**config.mk**
```make
export PLATFORM = sky130hd
export DESIGN_NAME = memfault_capture
export DESIGN_NICKNAME = d
export VERILOG_FILES = /design/src/rtl/memfault_pkg.sv /design/src/rtl/memfault_decode.sv /design/src/rtl/memfault_regs.sv /design/src/rtl/memfault_abort_seq.sv /design/src/rtl/memfault_capture.sv
export SDC_FILE = /design/constraint.sdc
export NUM_CORES = 1
export LEC_CHECK = 0
export ABC_AREA = 1
export BUFFER_PORTS_ARGS = -buffer_cell sky130_fd_sc_hd__buf_2
export CAP_MARGIN = 5
export CORE_MARGIN = 2
export CORE_UTILIZATION = 44
export DETAILED_ROUTE_END_ITERATION = 10
export PLACE_DENSITY = 0.83
export SYNTH_ARGS = -nofsm -noshare
export SYNTH_HDL_FRONTEND = slang
export SYNTH_SLANG_ARGS = --single-unit
```
**constraint.sdc**
```tcl
create_clock -name clk -period 1.7 [get_ports clk]
set_clock_uncertainty 0.1 [all_clocks]
set_input_delay 0.255 -clock clk [delete_from_list [all_inputs] [get_ports clk]]
set_output_delay 0.255 -clock clk [all_outputs]
set_load 0.02 [all_outputs]
```
**src/rtl/memfault_pkg.sv**
```systemverilog
package memfault_pkg;

  localparam int KIND_W = 4;

  typedef enum logic [KIND_W-1:0] {
    FK_NONE        = 4'd0,
    FK_ALIGN       = 4'd1,
    FK_RESERVED    = 4'd2,
    FK_EXTERNAL    = 4'd3,
    FK_SEC_LFETCH  = 4'd4,
    FK_SEC_XLATE   = 4'd5,
    FK_PG_LFETCH   = 4'd6,
    FK_PG_XLATE    = 4'd7,
    FK_SEC_BUS     = 4'd8,
    FK_SEC_DOMAIN  = 4'd9,
    FK_PG_BUS      = 4'd10,
    FK_PG_DOMAIN   = 4'd11,
    FK_L1_BUS      = 4'd12,
    FK_SEC_PERM    = 4'd13,
    FK_L2_BUS      = 4'd14,
    FK_PG_PERM     = 4'd15
  } fault_kind_e;

  // Any kind other than "none" is a real fault and leads to an abort.
  function automatic logic kind_is_fault(fault_kind_e k);
    return k != FK_NONE;
  endfunction

  // External errors are aborted but never written to the registers.
  function automatic logic kind_is_recorded(fault_kind_e k);
    return (k != FK_NONE) && (k != FK_EXTERNAL);
  endfunction

endpackage

```
**src/rtl/memfault_decode.sv**
```systemverilog
module memfault_decode
  import memfault_pkg::*;
#(
  parameter int WORD_W   = 64,
  parameter int DOM_W    = 4,
  parameter int ADDR_LSB = 32,
  parameter int ADDR_W   = 32,
  localparam int STAT_W  = KIND_W + DOM_W
) (
  input  logic              valid,
  input  logic [WORD_W-1:0] word,
  input  logic              fetch,
  output logic              data_hit,
  output logic              rec_hit,
  output logic              fetch_hit,
  output logic [STAT_W-1:0] stat_field,
  output logic [ADDR_W-1:0] addr_field
);

  fault_kind_e kind;
  logic        unused_mid;

  assign kind       = fault_kind_e'(word[KIND_W-1:0]);
  assign stat_field = word[STAT_W-1:0];
  assign addr_field = word[ADDR_LSB +: ADDR_W];
  assign unused_mid = ^word[ADDR_LSB-1:STAT_W];

  assign data_hit  = valid && !fetch && kind_is_fault(kind);
  assign rec_hit   = valid && !fetch && kind_is_recorded(kind);
  assign fetch_hit = valid && fetch;

endmodule

```
**src/rtl/memfault_regs.sv**
```systemverilog
module memfault_regs #(
  parameter int STAT_W = 8,
  parameter int ADDR_W = 32
) (
  input  logic              clk,
  input  logic              rst_n,
  input  logic              wr_en,
  input  logic [STAT_W-1:0] stat_in,
  input  logic [ADDR_W-1:0] addr_in,
  output logic [STAT_W-1:0] stat_q,
  output logic [ADDR_W-1:0] addr_q
);

  always_ff @(posedge clk or negedge rst_n) begin
    if (!rst_n) begin
      stat_q <= '0;
      addr_q <= '0;
    end else if (wr_en) begin
      stat_q <= stat_in;
      addr_q <= addr_in;
    end
  end

endmodule

```
**src/rtl/memfault_abort_seq.sv**
```systemverilog
module memfault_abort_seq (
  input  logic clk,
  input  logic rst_n,
  input  logic data_hit,
  input  logic insn_done,
  input  logic abort_ack,
  output logic pend_q,
  output logic req_q,
  output logic ack_fire
);

  logic pend_d, req_d, pend_eff;

  assign ack_fire = abort_ack && req_q;
  // Pending as seen by this cycle's instruction end.
  assign pend_eff = ack_fire ? data_hit : (pend_q || data_hit);
  assign pend_d   = pend_eff;
  assign req_d    = ack_fire ? (data_hit && insn_done)
                             : (req_q || (pend_eff && insn_done));

  always_ff @(posedge clk or negedge rst_n) begin
    if (!rst_n) begin
      pend_q <= 1'b0;
      req_q  <= 1'b0;
    end else begin
      pend_q <= pend_d;
      req_q  <= req_d;
    end
  end

  p_req_has_pend_r6: assert property (@(posedge clk) disable iff (!rst_n)
    req_q |-> pend_q);

  p_req_after_done_r6: assert property (@(posedge clk) disable iff (!rst_n)
    $rose(req_q) |-> $past(insn_done));

endmodule

```
**src/rtl/memfault_capture.sv**
```systemverilog
module memfault_capture
  import memfault_pkg::*;
#(
  parameter int WORD_W   = 64,
  parameter int DOM_W    = 4,
  parameter int ADDR_LSB = 32,
  parameter int ADDR_W   = 32,
  localparam int STAT_W  = KIND_W + DOM_W
) (
  input  logic              clk,
  input  logic              rst_n,
  input  logic              flt_valid,
  input  logic [WORD_W-1:0] flt_word,
  input  logic              flt_fetch,
  input  logic              insn_done,
  input  logic              abort_ack,
  output logic              abort_pending,
  output logic              abort_req,
  output logic              prefetch_abort,
  output logic [STAT_W-1:0] fault_status,
  output logic [ADDR_W-1:0] fault_addr
);

  logic              data_hit, rec_hit, fetch_hit, ack_fire, cap_en;
  logic [STAT_W-1:0] stat_field;
  logic [ADDR_W-1:0] addr_field;
  logic              pf_q;

  memfault_decode #(
    .WORD_W(WORD_W), .DOM_W(DOM_W), .ADDR_LSB(ADDR_LSB), .ADDR_W(ADDR_W)
  ) dec_i (
    .valid(flt_valid), .word(flt_word), .fetch(flt_fetch),
    .data_hit(data_hit), .rec_hit(rec_hit), .fetch_hit(fetch_hit),
    .stat_field(stat_field), .addr_field(addr_field)
  );

  memfault_abort_seq seq_i (
    .clk(clk), .rst_n(rst_n), .data_hit(data_hit), .insn_done(insn_done),
    .abort_ack(abort_ack), .pend_q(abort_pending), .req_q(abort_req),
    .ack_fire(ack_fire)
  );

  // First recordable fault wins; acceptance reopens the registers.
  assign cap_en = rec_hit && (!abort_pending || ack_fire);

  memfault_regs #(.STAT_W(STAT_W), .ADDR_W(ADDR_W)) regs_i (
    .clk(clk), .rst_n(rst_n), .wr_en(cap_en),
    .stat_in(stat_field), .addr_in(addr_field),
    .stat_q(fault_status), .addr_q(fault_addr)
  );

  always_ff @(posedge clk or negedge rst_n) begin
    if (!rst_n) pf_q <= 1'b0;
    else        pf_q <= fetch_hit;
  end
  assign prefetch_abort = pf_q;

  p_capture_r2: assert property (@(posedge clk) disable iff (!rst_n)
    cap_en |=> (fault_status == $past(flt_word[STAT_W-1:0]))
            && (fault_addr == $past(flt_word[ADDR_LSB +: ADDR_W])));

  p_ext_keep_r3: assert property (@(posedge clk) disable iff (!rst_n)
    (flt_valid && !flt_fetch && flt_word[KIND_W-1:0] == FK_EXTERNAL)
      |=> $stable(fault_status) && $stable(fault_addr) && abort_pending);

  p_fetch_keep_r4: assert property (@(posedge clk) disable iff (!rst_n)
    (flt_valid && flt_fetch) |=> $stable(fault_status) && $stable(fault_addr)
                                 && prefetch_abort);

  p_pf_single_r4: assert property (@(posedge clk) disable iff (!rst_n)
    !(flt_valid && flt_fetch) |=> !prefetch_abort);

  p_none_quiet_r5: assert property (@(posedge clk) disable iff (!rst_n)
    (!abort_pending && !(flt_valid && !flt_fetch && flt_word[KIND_W-1:0] != FK_NONE))
      |=> !abort_pending);

  p_lock_r7: assert property (@(posedge clk) disable iff (!rst_n)
    (abort_pending && !(abort_ack && abort_req))
      |=> $stable(fault_status) && $stable(fault_addr));

  p_ack_clear_r8: assert property (@(posedge clk) disable iff (!rst_n)
    (abort_req && abort_ack && !flt_valid) |=> !abort_pending && !abort_req);

endmodule

```
# After elaboration in Yosys (flattened, before gate mapping)
# Index checks and enable logic that the tools add are counted.
[totals]
reg_bits = 43
inputBits = 70
out_inout_bits = 43
wordCells = 23
[op_classes]
n_eq_ne = 1
n_mux = 2
reduce_logical = 15
[op_table]
columns = ["op", "n"]
rows = [
  ["1-bit logical AND", 9],
  ["4-bit by 2-bit inequality test with 1-bit output, second input constant", 1],
  ["4-bit nonzero test", 1],
  ["1-bit logical OR", 3],
  ["1-bit logical NOT", 2],
  ["1-bit two-way mux", 2],
]

# Logic depth before layout (Yosys ltp)
# Gate-level depths: netlist (run 1).
[logic_depth]
depth_word = 8
ltp_mapped = 7

# By module
# From an unflattened synthesis (run 1), not the netlist that was laid out.
[hier_totals]
hier_cells = 237
area_unflattened_um2 = 2097.0
[by_module_without_submodules]
columns = ["module", "instances", "cells_per_inst", "area_each_um2"]
rows = [
  ["memfault_regs", 1, 170, 1605.3],
  ["memfault_decode", 1, 52, 350.3],
  ["memfault_abort_seq", 1, 11, 100.1],
  ["memfault_capture", 1, 4, 41.3],
]

# Worst setup path after synthesis (run 1)
# No wires, ideal clock.
[synth_path]
kind = "register -> register"
start = "reg seq_i.req_q"
end = "reg regs_i.addr_q[0]"
arrival_ns = 1.100
path_slack_ns = 0.435
path_stages_with_launch = 8
path_buffers = 1
period_less_slack_ns = 1.265
path_cell_list = "dfrtp_1 nand2_1 nand2_1 nand2_1 nor2_4 buf_2 nand2_1 nand2_1"
[synth_via]
elab_chain_cells = 3
[synth_lines]
columns = ["element", "line_no", "source"]
rows = [
  ["start, declared", "memfault_abort_seq.sv:8", "output logic req_q,"],
  ["start signal, assigned", "memfault_abort_seq.sv:27", "req_q <= req_d;"],
  ["1-bit logical AND", "memfault_abort_seq.sv:14", "assign ack_fire = abort_ack && req_q;"],
  ["1-bit logical OR", "memfault_capture.sv:44", "assign cap_en = rec_hit && (!abort_pending || ack_fire);"],
  ["1-bit logical AND", "memfault_capture.sv:44", ""],
  ["end signal, assigned", "memfault_regs.sv:20", "addr_q <= addr_in;"],
  ["end, declared", "memfault_regs.sv:11", "output logic [ADDR_W-1:0] addr_q"],
]
# No other way between the ends.
# A chain may end at the register's enable or synchronous reset.

# Worst setup path after layout (run 1)
[layout_path]
start = "reg seq_i.req_q"
end = "reg regs_i.addr_q[3]"
# The elaborated chain is that of the path after synthesis.

==> results of run 1 <==
==> what timing repair did <==
action / in CTS / in global routing
hold buffers: 1 / 0
endpoints found under the setup margin: 14 / 40
cloned: 0 / 1
endpoints found under the hold margin: 20 / 0
pin swaps: 1 / 0
gates resized for setup: 1 / 1
==> tightest hold or removal path, delay by kind of cell <==
kind | cells | cell delay, ps
and+or+nand+nor | 2 | 90
buffers and inverters | 1 | 70
==> per-layer routing <==
layer	GRT usage [%]	vias up	wire, um
met5	0	-	0
met4	6.77	0	29
met3	4.62	4	266
met2	32.8	57	1870
met1	20.0	709	1460
li1	-	760	-
==> layout make-up <==
class                           count  area [sq um]
Clock inverter                      1          5.00
Timing Repair Buffer               92           485
Inverter                            5          18.8
Fill cell                         349          1390
Sequential cell                    43          1080
Multi-Input combinational cell    138           547
Clock buffer                        6          82.6
Tap cell                           48          60.1
==> Yosys cell counts <==
| master | instances | area share (%) |
|---|---|---|
| a21oi_1 | 1 | 0.30 |
| nand2_1 | 128 | 29 |
| nor2_4 | 1 | 0.67 |
| inv_1 | 5 | 1.1 |
| buf_4 | 1 | 0.45 |
| nor2_2 | 1 | 0.37 |
| nand3_1 | 2 | 0.60 |
| nand2_2 | 1 | 0.37 |
| buf_2 | 7 | 2.1 |
| dfrtp_1 | 43 | 64 |
| nor2_1 | 2 | 0.45 |
| nand4_1 | 1 | 0.37 |
==> kinds of logic (layout without fill, tap and decap cells) <==
kind of cell           after synthesis  count (layout)  share of synthesized area, %
AND/OR/NAND/NOR                    136             137                          31.6
buffers and inverters               13             104                          3.67
AO/OA/AOI/OAI                        1               1                         0.299
flip-flops                          43              43                          64.4
==> state kept, by name, indices dropped and copies added, names as in the netlist <==
register        count
seq_i.pend_q        1
regs_i.stat_q       8
prefetch_abort      1
seq_i.req_q         1
regs_i.addr_q      32
==> report_power, final <==
| part | internal, W | leakage, nW | switching (W) | total [W] |
|---|---|---|---|---|
| Clock | 0.000318 | 0.0470 | 0.000300 | 0.000618 |
| Sequential | 0.00147 | 0.533 | 0.000227 | 0.00170 |
| Combinational | 0.000552 | 0.800 | 0.00112 | 0.00167 |
==> how the worst max path moves through the flow <==
stage / from / endpoint / slack [ps]
after floorplan: seq_i.req_q / regs_i.addr_q[0] / 440
after global placement: flt_fetch / regs_i.addr_q[25] / 40
after detailed placement: flt_valid / regs_i.stat_q[2] / -30
after CTS: seq_i.req_q / regs_i.stat_q[2] / -5
after global routing: seq_i.req_q / regs_i.stat_q[2] / 40
final: seq_i.req_q / regs_i.addr_q[3] / 210
==> stage by stage <==
stage	setup TNS (ps)	utilization, %
global route	0	62.1
floorplan	0	-
finish	0	62.1
global placement	0	59.1
CTS	-5.13	61.8
detailed placement	-137	59.1
==> impl_metrics.toml, run 1 <==
[floorplan]
fp-row-count = 22
initial_core_util_pct = 45.6
die-area_sq_um = 4310
die_h_um = 65.6
die_w_um = 65.6
io_pins = 113
coreArea_sq_um = 3660

[global_routing]
grt_max_degree = 41
antenna_found_initial = 0
grt_pass1_vias = 1414
track_usage_pct = 18.0
grt-ovfl-total = 0
grt_first_pass_wirelength_um = 5940

[setup_path]
slowest_stage = "nor2_4"
cp.depth = 6
cp_max_fo = 20
cp_num_buf_inv = 0
crit_type = "reg2reg"
ff2ff_setup_slack_ps = 210
path_cells = "nand2_1 > nand2_2 > nand2_1 > nor2_4 > nand2_1 > nand2_1"
cp-start-kind = "flop"
slowest_delay_ps = 440
reg2reg_to = "regs_i.addr_q[3]"
r2r_cells = 6
critPathTopFamily = "simple AND/OR/NAND/NOR gates"
cp_common_cell = "nand2_1"
cp-end-kind = "flop"
r2r_start = "seq_i.req_q"
crit_arrival_ps = 1610
required_ps = 1820

[hold_path]
holdPathEnd = "regs_i.addr_q[14]"
worst_hold_path_type = "in2reg"
hold_path_depth = 3
worstHoldStart = "flt_word[46]"

[drt]
drt-total-wl_um = 3630
via_per_inst = 4.59
wire_per_inst_um = 10.9
first_pass_iters = 4
drtIter0Drc = 48
drc = 0
ant_nets = 0
vias = 1530

[placement]
numPlacedInstances = 324
pre_cts_ws_ps = -33.6
numPortBuffers = 88
hpwlAfterDp_um = 2570
place_area_sq_um = 2160
place_congestion = 0.792

[sta]
rsz0062_at_grt = "no"
slew_headroom_pct = 65.2
period_minus_slack_ps = 1490
worst_slack_ps = 212
holdWs_ps = 69.2
min_period_over_period_pct = 87.5
setup_viol = 0
tightest_slew_ps = 520
hold_viol_final = 0
max_freq_ghz = 0.672
report.final.slew_viol_count = 0

[yosys]
seq_area_frac_synth_pct = 64.4
yosys_warnings = 0
syn_area_sq_um = 1670
synth_area_per_cell_sq_um = 8.65
syn_nets = 263
synth_seq_cells = 43
synth.distinct_cells = 12
synth_cells = 193

[clock_network]
htree_num_levels = 2
cts_tree = "built"
cts_buffer_depth = 2
path_clk_slew_ps = 70
clock_latency_ps = 280
cts-root-buf = "clkbuf_8"
cts_buffers = 5
clkSinkCount = 43
post_cts_buffers = 0

[power_and_ir_drop]
p_leak_nw = 1.38
ir_worst_vdd_uv = 746
p_per_area_nw_per_um2 = 1750
p_total_w = 0.00399

[finish]
fin_area_sq_um = 2270
layout-drive-gt1-share_pct = 36.1
nNetsFinal = 355
syn2layout_area_growth_pct = 36.2
layoutNonFillerInstCount = 333
mostFrequentLayoutCell = "nand2_1"
n_antenna_cell = 0
mostFrequentLayoutCells = "127 x nand2_1, 88 x buf_2, 43 x dfrtp_1"

[outcome]
status = "finished, final reports clean"

[run]
drv_cap = 0
No activity file was read; power rests on OpenSTA's default activity.
==> run 2, diff against run 1 <==
--- a/config.mk
+++ b/config.mk
@@ -6,7 +6,7 @@
 export NUM_CORES = 1
 export LEC_CHECK = 0
 export ABC_AREA = 1
-export BUFFER_PORTS_ARGS = -buffer_cell sky130_fd_sc_hd__buf_2
+export BUFFER_PORTS_ARGS = -buffer_cell sky130_fd_sc_hd__buf_4
 export CAP_MARGIN = 5
 export CORE_MARGIN = 2
 export CORE_UTILIZATION = 44
==> impl_metrics.toml, run 2 (same netlist as run 1, synthesis figures left out) <==
[outcome]
status = "finished, final reports clean"

[floorplan]
initial_core_util_pct = 45.6
die-area_sq_um = 4310
die_h_um = 65.6
die_w_um = 65.6
io_pins = 113
fp-row-count = 22
coreArea_sq_um = 3660

[drt]
drtIter0Drc = 93
drt-total-wl_um = 3770
first_pass_iters = 4
vias = 1523
drc = 0
ant_nets = 0
wire_per_inst_um = 11.4
via_per_inst = 4.59

[placement]
pre_cts_ws_ps = -44.9
numPortBuffers = 88
numPlacedInstances = 322
place_area_sq_um = 2370
hpwlAfterDp_um = 2620
place_congestion = 0.775

[global_routing]
antenna_found_initial = 0
grt_max_degree = 44
grt_pass1_vias = 1451
track_usage_pct = 19.4
grt_first_pass_wirelength_um = 6360
grt-ovfl-total = 0

[clock_network]
clkSinkCount = 43
htree_num_levels = 2
clock_latency_ps = 280
cts_tree = "built"
cts_buffer_depth = 2
path_clk_slew_ps = 70
cts-root-buf = "clkbuf_8"
cts_buffers = 5

[hold_path]
hold_path_depth = 3
worst_hold_path_type = "in2reg"

[setup_path]
crit_type = "reg2reg"
cp-start-kind = "flop"
cp_max_fo = 20
required_ps = 1820
slowest_stage = "nor2_4"
slowest_delay_ps = 450
cp_common_cell = "nand2_1"
cp_num_buf_inv = 0
critPathTopFamily = "simple AND/OR/NAND/NOR gates"
path_cells = "nand2_1 > nand2_1 > nand2_1 > nor2_4 > nand2_1 > nand2_1"
r2r_cells = 6
cp.depth = 6
crit_arrival_ps = 1670
cp-end-kind = "flop"

[power_and_ir_drop]
ir_worst_vdd_uv = 893
p_leak_nw = 1.44
p_per_area_nw_per_um2 = 1750
p_total_w = 0.00435

[sta]
rsz0062_at_grt = "no"
period_minus_slack_ps = 1550
max_freq_ghz = 0.645
setup_viol = 0
worst_slack_ps = 150
tightest_slew_ps = 523
min_period_over_period_pct = 91.2
hold_viol_final = 0
slew_headroom_pct = 65.1
report.final.slew_viol_count = 0
tns_ps = 0

[finish]
layout-drive-gt1-share_pct = 35.2
mostFrequentLayoutCell = "nand2_1"
n_antenna_cell = 0
nNetsFinal = 353
mostFrequentLayoutCells = "128 x nand2_1, 88 x buf_4, 43 x dfrtp_1"
syn2layout_area_growth_pct = 49.1
largest_reg_flops = 32
layoutNonFillerInstCount = 332
top_register = "regs_i.addr_q"
fin_area_sq_um = 2490
top_regs = "regs_i.addr_q x32, regs_i.stat_q x8"

[run]
drv_cap = 0
==> run 2: changes by cell type in the layout (fill, tap and decap cells not counted), sizes merged <==
cell / before / now
clkbuf: 6 / 8
buf: 91 / 89
clkinv: 1 / 0
==> run 2: power by group <==
group / switching, W / total [W] / internal (W)
logic: 0.00111 / 0.00194 / 0.000828
clock network: 0.000314 / 0.000684 / 0.000370
registers: 0.000252 / 0.00173 / 0.00147
total: 0.00168 / 0.00435 / 0.00267
==> run 2: worst paths after layout <==
kind	startpoint	to	slack [ps]
setup / recovery	seq_i.req_q	regs_i.addr_q[22]	150
hold / removal	flt_word[59]	regs_i.addr_q[27]	70
setup reg to reg	seq_i.req_q	regs_i.addr_q[22]	150
hold reg to reg	regs_i.addr_q[25]	regs_i.addr_q[25]	370
max in group asynchronous	rst_n	seq_i.req_q	760
min in group asynchronous	rst_n	regs_i.addr_q[30]	380
==> run 2: layout make-up <==
type                            instances  area (sq um)
Fill cell                             355          1170
Sequential cell                        43          1080
Timing Repair Buffer                   90           691
Multi-Input combinational cell        138           544
Clock buffer                            8           100
Tap cell                               48          60.1
Inverter                                5          18.8
==> run 2: metal layers <==
layer / up-vias / wire (um) / global-route usage, %
met4: 0 / 38 / 6.25
met1: 708 / 1530 / 23.3
met3: 7 / 213 / 3.42
met2: 50 / 1990 / 35.3
li1: 758 / - / -
met5: - / 0 / 0
==> run 2: repair_timing <==
action                                 4_1_cts  5_1_grt
setup endpoints to repair                   40        0
resized for setup                            1        0
buffers inserted                             0        0
endpoints found under the hold margin       43        0
hold buffers                                 1        0
==> run 2: tightest hold or removal path: cells and delay by family <==
kind	cells	cell delay, ps
and+or+nand+nor	2	90
buffers and inverters	1	80
==> run 2: through the flow <==
stage / hold slack (ps) / utilization [%]
after floorplan: -141 / -
after global placement: 168 / 64.7
after detailed placement: 166 / 64.7
after CTS: 60.2 / 68.0
after global routing: 60.5 / 68.0
final: 66.4 / 68.0
==> run 3, diff against run 2 <==
==> constraint.sdc (replaced) <==
create_clock -name clk -period 1.7 [get_ports clk]
set_clock_uncertainty 0.1 [all_clocks]
set_input_delay 0.17 -clock clk [delete_from_list [all_inputs] [get_ports clk]]
set_output_delay 0.17 -clock clk [all_outputs]
set_load 0.02 [all_outputs]
==> impl_metrics.toml, run 3 (same netlist as run 1, synthesis figures left out) <==
[outcome]
status = "finished, final reports clean"

[power_and_ir_drop]
ir_worst_vdd_uv = 836
switchingPower_w = 0.00170
p_per_area_nw_per_um2 = 1530
power.share.clock_pct = 13.1
p_int_w = 0.00263
p_leak_nw = 1.59
p_comb_share_pct = 47.0
seqPwrFrac_pct = 40.0
power.share.switching_pct = 39.2

[floorplan]
coreArea_sq_um = 3660
die_w_um = 65.6
io_pins = 113
initial_core_util_pct = 45.6
fp-row-count = 22
die-area_sq_um = 4310
die_h_um = 65.6

[global_routing]
grt_pass1_vias = 1658
grt-ovfl-total = 0
grt_first_pass_wirelength_um = 7510
track_usage_pct = 23.3
grt_max_degree = 44
antenna_found_initial = 0

[finish]
largest_reg_flops = 32
syn2layout_area_growth_pct = 69.5
mostFrequentLayoutCells = "128 x nand2_1, 92 x buf_4, 43 x dfrtp_1"
mostFrequentLayoutCell = "nand2_1"
top_regs = "regs_i.addr_q x32, regs_i.stat_q x8"
layout-drive-gt1-share_pct = 31.2
top_register = "regs_i.addr_q"
nNetsFinal = 392
n_antenna_cell = 0

[clock_network]
htree_num_levels = 2
cts_tree = "built"
cts-root-buf = "clkbuf_8"
clkSinkCount = 43
cts_buffer_depth = 2
path_clk_slew_ps = 70
clock_latency_ps = 280
cts_buffers = 5

[sta]
min_period_over_period_pct = 91.6
holdWs_ps = 7.60
tightest_slew_ps = 526
setup_viol = 0
max_freq_ghz = 0.642
tns_ps = 0
report.final.slew_viol_count = 0
rsz0062_at_grt = "no"
slew_headroom_pct = 65.0
period_minus_slack_ps = 1560
hold_viol_final = 0

[setup_path]
cp-start-kind = "input pin"
cp-end-kind = "flop"
crit_arrival_ps = 1630
required_ps = 1770
cp_max_fo = 24
crit_type = "in2reg"

[drt]
drc = 0
wire_per_inst_um = 12.1
first_pass_iters = 4
drtIter0Drc = 74
drt-total-wl_um = 4460
ant_nets = 0
vias = 1669
via_per_inst = 4.52

[placement]
numPortBuffers = 88
place_congestion = 0.781
hpwlAfterDp_um = 2650

[hold_path]
worst_hold_path_type = "in2reg"

[run]
drv_cap = 0
==> run 3: cell count changes in the layout (fill, tap and decap cells not counted) <==
cell / before / now
clkbuf_8: 7 / 5
buf_12: 1 / 0
dlygate4sd3_1: 1 / 38
buf_4: 88 / 92
nor2_4: 2 / 1
==> run 3: per-layer routing <==
| layer | global-route usage [%] | up-vias | routed length [um] |
|---|---|---|---|
| met1 | 26.8 | 767 | 1670 |
| li1 | - | 833 | - |
| met3 | 6.68 | 6 | 283 |
| met2 | 42.5 | 63 | 2440 |
| met5 | 0 | - | 0 |
| met4 | 5.73 | 0 | 59 |
==> run 3: layout make-up <==
cell class / instances / area, sq um
Multi-Input combinational cell: 137 / 533
Timing Repair Buffer: 130 / 1070
Tap cell: 48 / 60.1
Sequential cell: 43 / 1080
Fill cell: 274 / 830
Inverter: 5 / 18.8
Clock buffer: 6 / 72.6
==> run 3: critical path, cell delays in order <==
cell and delay, ps:
dlygate4sd3_1 550, buf_4 140, nor2_1 140, nand3_1 110
nand2_1 110, nor2_4 40, buf_4 200, nand2_1 100
nand2_1 60
==> run 3: metrics by stage <==
step / cells / power (W) / instance area, sq um / worst slack (ps) / utilization [%]
floorplan: 193 / 0.00274 / 1670 / 435 / -
global placement: 325 / 0.00364 / 2380 / 422 / 65.0
detailed placement: 325 / 0.00370 / 2380 / 361 / 65.0
CTS: 368 / 0.00433 / 2820 / 163 / 77.1
global route: 369 / 0.00465 / 2830 / 33.5 / 77.3
finish: 369 / 0.00433 / 2830 / 143 / 77.3
==> run 3: path summary, 6_finish.rpt <==
path / slack (ps) / to / cells past startpoint / startpoint
setup reg to reg: 360 / regs_i.stat_q[5] / 7 / seq_i.req_q
setup / recovery: 140 / regs_i.stat_q[5] / 9 / flt_word[3]
hold reg to reg: 370 / regs_i.addr_q[20] / 2 / regs_i.addr_q[20]
max in group asynchronous: 810 / regs_i.addr_q[12] / 2 / rst_n
hold / removal: 8 / regs_i.addr_q[0] / 3 / flt_word[32]
min in group asynchronous: 330 / regs_i.addr_q[3] / 2 / rst_n
==> run 3: repair_timing <==
item | in CTS | in global routing
setup buffers | 0 | 0
endpoints found under the hold margin | 78 | 1
hold buffers | 37 | 1
resized for setup | 0 | 0
==> run 3: power by group through the flow <==
stage	Combinational, W	Sequential (W)	Clock, W
2_1_floorplan	0.000443	0.00229	0
3_3_place_gp	0.00193	0.00172	0
3_5_place_dp	0.00197	0.00173	0
4_1_cts	0.00203	0.00172	0.000582
5_1_grt	0.00222	0.00179	0.000642
6_report	0.00204	0.00173	0.000566
